--- config.mk ---
export PLATFORM = sky130hd
export DESIGN_NAME = dma_addr_gen
export DESIGN_NICKNAME = d
export VERILOG_FILES = /design/src/rtl/dma_ag_pkg.sv /design/src/rtl/dma_ag_base_buf.sv /design/src/rtl/dma_ag_side.sv /design/src/rtl/dma_addr_gen.sv
export SDC_FILE = /design/constraint.sdc
export NUM_CORES = 1
export LEC_CHECK = 0
export BUFFER_PORTS_ARGS = -buffer_cell sky130_fd_sc_hd__buf_2
export CORE_AREA = 2 2 176 178
export CTS_CLUSTER_DIAMETER = 200
export DETAILED_ROUTE_END_ITERATION = 10
export DIE_AREA = 0 0 178 180
export SLEW_MARGIN = 20
export SYNTH_ARGS = -nofsm -noshare
export SYNTH_HDL_FRONTEND = slang
export SYNTH_SLANG_ARGS = --single-unit
--- constraint.sdc ---
create_clock -name clk -period 3.6 [get_ports clk]
set_input_delay 0.18 -clock clk [delete_from_list [all_inputs] [get_ports clk]]
set_output_delay 0.18 -clock clk [all_outputs]
set_load 0.005 [all_outputs]
--- src/rtl/dma_ag_pkg.sv ---
package dma_ag_pkg;
  localparam int ADDR_W = 32;

  typedef enum logic [1:0] {
    RL_TRANS = 2'd0,
    RL_BLOCK = 2'd1,
    RL_NEVER = 2'd2
  } reload_e;

  // Step in bytes for a width code.
  function automatic logic [ADDR_W-1:0] step_of(input logic [1:0] wcode);
    case (wcode)
      2'd0:    step_of = ADDR_W'(1);
      2'd1:    step_of = ADDR_W'(2);
      default: step_of = ADDR_W'(4);
    endcase
  endfunction

  // Next address after one access, wrapping modulo 2^ADDR_W.
  function automatic logic [ADDR_W-1:0] advance(input logic [ADDR_W-1:0] cur,
                                                input logic [1:0] mode,
                                                input logic [1:0] wcode);
    case (mode)
      2'd0:    advance = cur + step_of(wcode);
      2'd1:    advance = cur - step_of(wcode);
      default: advance = cur;
    endcase
  endfunction

  function automatic logic is_never(input logic [1:0] rl);
    return rl[1];
  endfunction
endpackage

--- src/rtl/dma_ag_base_buf.sv ---
module dma_ag_base_buf
  import dma_ag_pkg::*;
#(
  parameter int AW = ADDR_W
) (
  input  logic          clk,
  input  logic          rst_n,
  input  logic          busy,
  input  logic          trans_done,
  input  logic          we,
  input  logic [AW-1:0] wdata,
  output logic [AW-1:0] base_eff,
  output logic          commit_evt
);
  logic [AW-1:0] active_q, shadow_q;
  logic          pend_q;
  logic          direct_wr, pend_commit;

  assign direct_wr   = we && !busy;
  assign pend_commit = pend_q && (trans_done || !busy) && !direct_wr;
  assign commit_evt  = direct_wr || pend_commit;
  assign base_eff    = direct_wr ? wdata : (pend_commit ? shadow_q : active_q);

  always_ff @(posedge clk or negedge rst_n) begin
    if (!rst_n) begin
      active_q <= '0;
      shadow_q <= '0;
      pend_q   <= 1'b0;
    end else begin
      active_q <= base_eff;
      if (we && busy) begin
        shadow_q <= wdata;
        pend_q   <= 1'b1;
      end else if (commit_evt) begin
        pend_q   <= 1'b0;
      end
    end
  end

  AST_BUSY_WRITE_HOLD: assert property (@(posedge clk) disable iff (!rst_n)
    (we && busy && !pend_q) |=> (active_q == $past(active_q)));
  AST_COMMIT_AT_END: assert property (@(posedge clk) disable iff (!rst_n)
    (pend_q && trans_done && !direct_wr) |=> (active_q == $past(shadow_q)));
endmodule

--- src/rtl/dma_ag_side.sv ---
module dma_ag_side
  import dma_ag_pkg::*;
#(
  parameter int AW = ADDR_W
) (
  input  logic          clk,
  input  logic          rst_n,
  input  logic          start,
  input  logic          beat_done,
  input  logic          blk_done,
  input  logic          trans_done,
  input  logic [1:0]    width,
  input  logic [1:0]    mode,
  input  logic [1:0]    reload,
  input  logic [AW-1:0] base_eff,
  input  logic          commit_evt,
  output logic [AW-1:0] cur_addr
);
  logic [AW-1:0] cur_q;
  logic          fresh_q, fresh_now;
  logic          load_evt, step_evt;
  logic          end_load;

  assign fresh_now = fresh_q || commit_evt;
  assign end_load  = !is_never(reload) || fresh_now;

  always_comb begin
    if (start)           load_evt = end_load;
    else if (trans_done) load_evt = end_load;
    else if (blk_done)   load_evt = (reload == RL_BLOCK);
    else                 load_evt = 1'b0;
  end
  assign step_evt = beat_done && !load_evt;

  always_ff @(posedge clk or negedge rst_n) begin
    if (!rst_n) begin
      cur_q   <= '0;
      fresh_q <= 1'b1;
    end else begin
      if (load_evt)      cur_q <= base_eff;
      else if (step_evt) cur_q <= advance(cur_q, mode, width);
      fresh_q <= fresh_now && !load_evt;
    end
  end

  assign cur_addr = cur_q;

  AST_START_LOAD: assert property (@(posedge clk) disable iff (!rst_n)
    (start && !is_never(reload)) |=> (cur_q == $past(base_eff)));
  AST_INC_STEP: assert property (@(posedge clk) disable iff (!rst_n)
    (beat_done && !start && !trans_done && !blk_done && mode == 2'd0)
      |=> (cur_q - $past(cur_q) == $past(step_of(width))));
  AST_FIXED_HOLD: assert property (@(posedge clk) disable iff (!rst_n)
    (beat_done && !start && !trans_done && !blk_done && mode[1]) |=> $stable(cur_q));
  AST_BLOCK_RELOAD: assert property (@(posedge clk) disable iff (!rst_n)
    (blk_done && reload == RL_BLOCK && !start && !trans_done)
      |=> (cur_q == $past(base_eff)));
  AST_TRANS_IGNORES_BLK: assert property (@(posedge clk) disable iff (!rst_n)
    (blk_done && reload == RL_TRANS && !beat_done && !start && !trans_done)
      |=> $stable(cur_q));
  AST_NEVER_KEEP: assert property (@(posedge clk) disable iff (!rst_n)
    (trans_done && is_never(reload) && !fresh_q && !commit_evt && !beat_done)
      |=> $stable(cur_q));
endmodule

--- src/rtl/dma_addr_gen.sv ---
module dma_addr_gen
  import dma_ag_pkg::*;
#(
  parameter int AW = ADDR_W
) (
  input  logic          clk,
  input  logic          rst_n,
  input  logic          chan_busy,
  input  logic          start,
  input  logic          beat_done,
  input  logic          blk_done,
  input  logic          trans_done,
  input  logic          src_base_we,
  input  logic [AW-1:0] src_base_wdata,
  input  logic          dst_base_we,
  input  logic [AW-1:0] dst_base_wdata,
  input  logic [1:0]    src_width,
  input  logic [1:0]    src_mode,
  input  logic [1:0]    src_reload,
  input  logic [1:0]    dst_width,
  input  logic [1:0]    dst_mode,
  input  logic [1:0]    dst_reload,
  output logic [AW-1:0] src_addr,
  output logic [AW-1:0] dst_addr
);
  localparam int SIDES = 2;

  logic          we_a     [SIDES];
  logic [AW-1:0] wdata_a  [SIDES];
  logic [1:0]    width_a  [SIDES];
  logic [1:0]    mode_a   [SIDES];
  logic [1:0]    reload_a [SIDES];
  logic [AW-1:0] base_a   [SIDES];
  logic          commit_a [SIDES];
  logic [AW-1:0] cur_a    [SIDES];

  assign we_a[0] = src_base_we;      assign we_a[1] = dst_base_we;
  assign wdata_a[0] = src_base_wdata; assign wdata_a[1] = dst_base_wdata;
  assign width_a[0] = src_width;     assign width_a[1] = dst_width;
  assign mode_a[0] = src_mode;       assign mode_a[1] = dst_mode;
  assign reload_a[0] = src_reload;   assign reload_a[1] = dst_reload;

  for (genvar s = 0; s < SIDES; s++) begin : g_side
    dma_ag_base_buf #(.AW(AW)) u_buf (
      .clk        (clk),
      .rst_n      (rst_n),
      .busy       (chan_busy),
      .trans_done (trans_done),
      .we         (we_a[s]),
      .wdata      (wdata_a[s]),
      .base_eff   (base_a[s]),
      .commit_evt (commit_a[s])
    );
    dma_ag_side #(.AW(AW)) u_side (
      .clk        (clk),
      .rst_n      (rst_n),
      .start      (start),
      .beat_done  (beat_done),
      .blk_done   (blk_done),
      .trans_done (trans_done),
      .width      (width_a[s]),
      .mode       (mode_a[s]),
      .reload     (reload_a[s]),
      .base_eff   (base_a[s]),
      .commit_evt (commit_a[s]),
      .cur_addr   (cur_a[s])
    );
  end

  assign src_addr = cur_a[0];
  assign dst_addr = cur_a[1];

  AST_RESET_ZERO: assert property (@(posedge clk) disable iff (!rst_n)
    $rose(rst_n) |-> (src_addr == '0 && dst_addr == '0));
  AST_SIDES_APART: assert property (@(posedge clk) disable iff (!rst_n)
    (!start && !trans_done && !blk_done && beat_done && src_mode[1] && !dst_mode[1])
      |=> ($stable(src_addr) && !$stable(dst_addr)));
endmodule

== Yosys cells after proc, flatten, opt, wreduce, memory -nomap -nowiden ==
Index checks and enable logic that the tools add are counted.

* Word-level logic and storage cells: 92
* Bits in registers: 196

* Equality and inequality tests: 6
* Add/subtract/negate cells: 4
* Mux-type cells: 34
* Reduce and logical (&&, ||, !) cells: 38

{| class="wikitable"
|+ Operators by type and width
! operator !! count
|-
| two-way mux 32 bit || 20
|-
| case mux 32 bit (2 select lines) || 2
|-
| adder 32 bit || 2
|-
| subtractor 32 bit || 2
|-
| == test 2 x 1 -> 1 bit (second input constant) || 6
|-
| logical AND 1 bit || 12
|-
| case mux 3 bit (2 select lines) || 2
|-
| two-way mux 1 bit || 10
|-
| logical NOT 2 bit || 4
|-
| nonzero test 2 bit || 4
|-
| logical NOT 1 bit || 7
|-
| logical OR 1 bit || 7
|-
| nonzero test 3 bit || 2
|-
| AND reduction 2 bit || 2
|}

== Longest topological paths before layout ==
* Word-level depth: 17
* Mapped depth: 14
* Depth with buffers taken out: 14

== Cells and area by module ==
From an unflattened synthesis, not the netlist that was laid out.

* Cells, all modules: 1200
* Area, all modules: 11767.5 um2

{| class="wikitable"
|+ By module, submodules not included
! module !! cells each !! instances !! sequential area each (um2) !! area each (um2)
|-
| dma_ag_base_buf || 182 || 2 || 1626.6 || 2652.5
|-
| dma_ag_side at g_side[0].u_side || 423 || 1 || 827.0 || 3255.6
|-
| dma_ag_side at g_side[1].u_side || 413 || 1 || 827.0 || 3206.8
|}

== Worst setup path after synthesis ==
No wires, ideal clock.

* Path type: in2reg
* Start point: in src_mode[0]
* End point: reg g_side[0].u_side.cur_q[15]
* Library setup time: 0.138 ns
* Arrival: 3.099 ns
* Slack: 0.362 ns
* Stages: 13
* Path buffers: 0
* Data required time: 3.462 ns
* Path through: or2b_2 > inv_1 > ha_1 > a21oi_2 > nor2b_1 > o31a_1 > a311o_1 > and2_2 > a41oi_1 > xor2_1 > nor2_1 > a211oi_1 > a21oi_1

* Longest elaborated chain between the ends: 4
* Elaborated cells on any way between the ends: 7
* Classes of those cells: 1 x eq/ne; 3 x mux; 3 x reduce/logical

{| class="wikitable"
|+ RTL lines
! what !! line !! RTL
|-
| start, declared || dma_addr_gen.sv:18 || <nowiki>input logic [1:0] src_mode,</nowiki>
|-
| == test 2 x 1 -> 1 bit or logical NOT 2 bit (tied branches) || dma_ag_pkg.sv:23 || <nowiki>case (mode)</nowiki>
|-
| case mux 32 bit (2 select lines) || dma_ag_pkg.sv:23 ||
|-
| two-way mux 32 bit || dma_ag_side.sv:41 || <nowiki>else if (step_evt) cur_q <= advance(cur_q, mode, width);</nowiki>
|-
| two-way mux 32 bit || dma_ag_side.sv:40 || <nowiki>if (load_evt) cur_q <= base_eff;</nowiki>
|-
| end signal, assigned || dma_ag_side.sv:40 ||
|-
| end signal, assigned || dma_ag_side.sv:41 ||
|-
| end, declared || dma_ag_side.sv:19 || <nowiki>logic [AW-1:0] cur_q;</nowiki>
|}

Parallel ways exist; a longest one is shown, timed or not. The select of a mux whose other input is x is not followed.
A chain may end at the register's enable or synchronous reset.

== Worst setup path after layout ==
* Start point: reg g_side[0].u_side.cur_q[0]
* End point: reg g_side[0].u_side.cur_q[28]

* Longest elaborated chain between the ends: 4
* Elaborated cells on any way between the ends: 5
* Classes of those cells: 2 x add/sub; 3 x mux

{| class="wikitable"
|+ RTL lines
! what !! line
|-
| subtractor 32 bit or adder 32 bit (tied branches) || dma_ag_pkg.sv:25, dma_ag_pkg.sv:24
|-
| case mux 32 bit (2 select lines) * || dma_ag_pkg.sv:23
|-
| two-way mux 32 bit * || dma_ag_side.sv:41
|-
| two-way mux 32 bit * || dma_ag_side.sv:40
|}

Mark *: on every way between the ends. The rest lies on a longest branch, timed or not. The select of a mux whose other input is x is not followed.

==> impl_metrics.env <==
export IMPL_path_max_fanout=3
export IMPL_wire_per_inst_um=17.7
export IMPL_drt_iter0_drc=648
export IMPL_switching_power_mw=2.60
export IMPL_crit_family="compound AO/OA/AOI/OAI gates"
export IMPL_die_x_um=178
export IMPL_io_pins=149
export IMPL_grtUsageTotal_pct=20.4
export IMPL_slowest_stage="a2111oi_1"
export IMPL_synth_seq_cells=196
export IMPL_clk_latency_ns=0.44
export IMPL_drc_errors=0
export IMPL_setup_tns_ns=0
export IMPL_rsz0062_at_grt="no"
export IMPL_syn2layout_area_growth_pct=21.9
export IMPL_vias_per_cell=5.39
export IMPL_ys_warn_count=0
export IMPL_dieArea_sq_mm=0.0320
export IMPL_grt_pass1_vias=9904
export IMPL_min_period_over_period_pct=90.5
export IMPL_clockBufferDepth=2
export IMPL_synth_seq_area_share_pct=43.3
export IMPL_drive_above_1_share_pct=21.1
export IMPL_portBuffers=148
export IMPL_die_height_um=180
export IMPL_grt_max_degree=113
export IMPL_outcome="complete, no violations"
export IMPL_root_buffer="clkbuf_16"
export IMPL_hold_viol=0
export IMPL_skew_ns=0.00981
export IMPL_syn_inst=1216
export IMPL_numCtsBuffers=17
export IMPL_multi_input_area_sq_mm=0.00606
export IMPL_syn_num_nets=1365
export IMPL_place_gp_congestion=0.894
export IMPL_hold_path_class="input port to flip-flop"
export IMPL_combPwrFrac_pct=34.4
export IMPL_critPathLaunchType="flip-flop"
export IMPL_fin_crit_ns=3.26
export IMPL_synth_edf_count=0
export IMPL_drt_total_wl_um=32200
export IMPL_dp_hpwl_um=23100
export IMPL_ys_flop_type="dfrtp_1"
export IMPL_ant_nets=0
export IMPL_whs_ns=0.0129
export IMPL_crit_arrival_ns=3.61
export IMPL_clock_sinks=196
export IMPL_postSynthAreaPerCell_sq_um=9.33
export IMPL_vdd_drop_max_mv=0.346
export IMPL_hold_depth=3
export IMPL_switching_share_pct=34.8
export IMPL_reg2reg_slack_ns=0.34
export IMPL_synth_async_reset_ratio_pct=100
export IMPL_r2r_cells=14
export IMPL_h_tree_depth=4
export IMPL_timing_fmax_ghz=0.307
export IMPL_path_cells="inv_1 -> ha_1 -> inv_1 -> fa_1 -> a211oi_1 -> o21ai_1 -> a2111oi_1 -> nor4_1 -> o2111ai_1 -> a211oi_1 -> o22ai_1 -> xnor2_1 -> nor2_1 -> o22ai_1"
export IMPL_fill_cells=2921
export IMPL_worst_pin_slew_ns=0.965
export IMPL_synth_area_sq_mm=0.0113
export IMPL_grt_ovfl_total=0
export IMPL_cts_setup_buffers=0
export IMPL_leakagePower_nw=6.41
export IMPL_p_int_mw=4.86
export IMPL_seqPwrFrac_pct=38.7
export IMPL_fin_cells=1819
export IMPL_cts_tree="built"
export IMPL_antenna_found_initial=4
export IMPL_post_place_cells=1723
export IMPL_final_nets=1555
export IMPL_vias=9799
export IMPL_path_class="flip-flop to flip-flop"
export IMPL_core_area_sq_mm=0.0302
export IMPL_crit_buf_inv=2
export IMPL_initial_core_util_pct=37.6
export IMPL_synth_cell_types=65
export IMPL_grt_pass1_wl_um=52200
export IMPL_maxSlewHeadroom_pct=35.6
export IMPL_cp_depth=14
export IMPL_power_frac_clock_pct=26.9
export IMPL_seq_area_sq_mm=0.00491
export IMPL_cap_violations=0
export IMPL_dr_pass1_iters=6
export IMPL_setup_viol=0
export IMPL_crit_path_end_kind="flip-flop"
export IMPL_num_rows=64
export IMPL_final_max_slew_viol_count=0
export IMPL_critPathRequiredTime_ns=3.96
export IMPL_power_density_mw_per_mm2=539
export IMPL_max_stage_delay_ns=0.51
export IMPL_clkTransAtPathRegs_ns=0.07
[metrics by stage]
step                cell area, sq um  setup slack [ns]  total power, mW  utilization (%)
floorplan                      11300             0.362             4.59                -
global placement               12600             0.199             5.40             41.7
detailed placement             12600             0.148             5.42             41.7
CTS                            13800             0.246             7.49             45.7
global route                   13800            0.0654             7.93             45.8
finish                         13800             0.344             7.45             45.8
[synthesized netlist by cell type (3+ instances only)]
cell      instances  area [sq um]
nand3_1          13          65.1
a211oi_1         25           188
inv_1            45           169
nor3_1            5          25.0
a22oi_1          41           308
and2_1            4          25.0
nand2b_1          7          43.8
a21oi_2           5          43.8
nor2_1          104           390
a221oi_2          3          45.0
xnor2_1          33           289
o31ai_1           3          22.5
mux2_2           64           721
and3_1            6          37.5
ha_1             62           776
clkbuf_1         54           203
a222oi_1         24           240
nand2_1         162           608
nand4_1           8          50.1
buf_2             3          15.0
buf_1             7          26.3
o21a_1           11          82.6
o21ai_1           6          30.0
a31oi_1          15          93.8
xor2_1           22           193
o21ai_0          54           270
nor2b_1          12          75.1
dfrtp_1         194          4850
a21boi_0          3          22.5
o22ai_1           5          31.3
o211ai_1          5          37.5
o21bai_1          8          60.1
a21oi_1         128           641
a21o_1           31           233
[cell type report]
type	count	share of cell area, %
clock inverter	11	1.09
inverter	45	1.22
sequential	196	35.5
timing repair buffer	237	11.5
antenna	4	0.0724
tap	396	3.58
clock buffer	21	3.26
multi-input combinational	909	43.8
[power by group through the flow]
stage / registers [mW] / logic (mW) / clock network [mW]
finish: 2.88 / 2.57 / 2.00
global route: 2.93 / 2.88 / 2.12
CTS: 2.88 / 2.57 / 2.04
detailed placement: 2.92 / 2.50 / 0
global placement: 2.92 / 2.48 / 0
floorplan: 2.85 / 1.74 / 0
[cells by family (layout without fill, tap and decap cells)]
| family | after synthesis | after routing | synth area share (%) |
|---|---|---|---|
| AO/OA/AOI/OAI | 388 | 388 | 22.4 |
| AND/OR/NAND/NOR | 337 | 337 | 12.7 |
| flip-flops | 196 | 196 | 43.3 |
| buffers and inverters | 111 | 314 | 3.77 |
| multiplexers | 65 | 65 | 6.44 |
| adder cells (fa/ha/maj) | 64 | 64 | 7.19 |
| XOR/XNOR | 55 | 55 | 4.25 |
| other | 0 | 4 | 0 |
[flip-flops by register name (all words and copies together) (netlist names)]
register	cells
g_side.u_side.fresh_q	2
g_side.u_buf.shadow_q	64
g_side.u_buf.active_q	64
g_side.u_buf.pend_q	2
g_side.u_side.cur_addr	64
[layer usage]
| layer | share of wire (%) | vias up | wire length [um] | track usage, % |
|---|---|---|---|---|
| met5 | 0.028 | - | 9 | 0 |
| met4 | 2.0 | 2 | 635 | 5.84 |
| met3 | 4.4 | 36 | 1410 | 3.96 |
| met2 | 49 | 191 | 15800 | 34.7 |
| met1 | 45 | 4794 | 14400 | 26.2 |
| li1 | - | 4776 | - | - |
[layout by cell type (no fill, tap or decap), drive strengths merged, types with 24 or more instances in the layout]
cell,instances
buf,176
o21ai,60
a222oi,24
inv,47
a21oi,133
nand2,162
nor2,104
a21o,31
ha,62
dlygate4sd3,60
a22oi,41
xnor2,33
dfrtp,194
a211oi,26
mux2,64
[worst reg2reg max path, stage by stage, from the launching register on]
cell	delay, ns
dfrtp_1	0.40
inv_1	0.06
ha_1	0.17
inv_1	0.06
fa_1	0.41
a211oi_1	0.34
o21ai_1	0.17
a2111oi_1	0.51
nor4_1	0.17
o2111ai_1	0.29
a211oi_1	0.12
o22ai_1	0.15
xnor2_1	0.14
nor2_1	0.06
o22ai_1	0.13
[path summary, 6_finish.rpt]
path,from,to
min in group asynchronous,rst_n,g_side[0].u_buf.shadow_q[13]$_DFFE_PN0P_
worst max-delay path,g_side[0].u_side.cur_addr[0]$_DFFE_PN0P_,g_side[0].u_side.cur_addr[28]$_DFFE_PN0P_
worst max register to register,g_side[0].u_side.cur_addr[0]$_DFFE_PN0P_,g_side[0].u_side.cur_addr[28]$_DFFE_PN0P_
max in group asynchronous,rst_n,g_side[0].u_buf.active_q[5]$_DFF_PN0_
worst min register to register,g_side[0].u_side.fresh_q$_DFF_PN1_,g_side[0].u_side.fresh_q$_DFF_PN1_
worst min-delay path,dst_base_wdata[6],g_side[1].u_buf.active_q[6]$_DFF_PN0_
[repair_timing]
action / in CTS / in global routing
hold endpoints to repair: 201 / 1
hold buffers: 59 / 1
setup endpoints to repair: 0 / 5
gates resized for setup: 0 / 4
No activity file was read; power rests on OpenSTA's default activity.
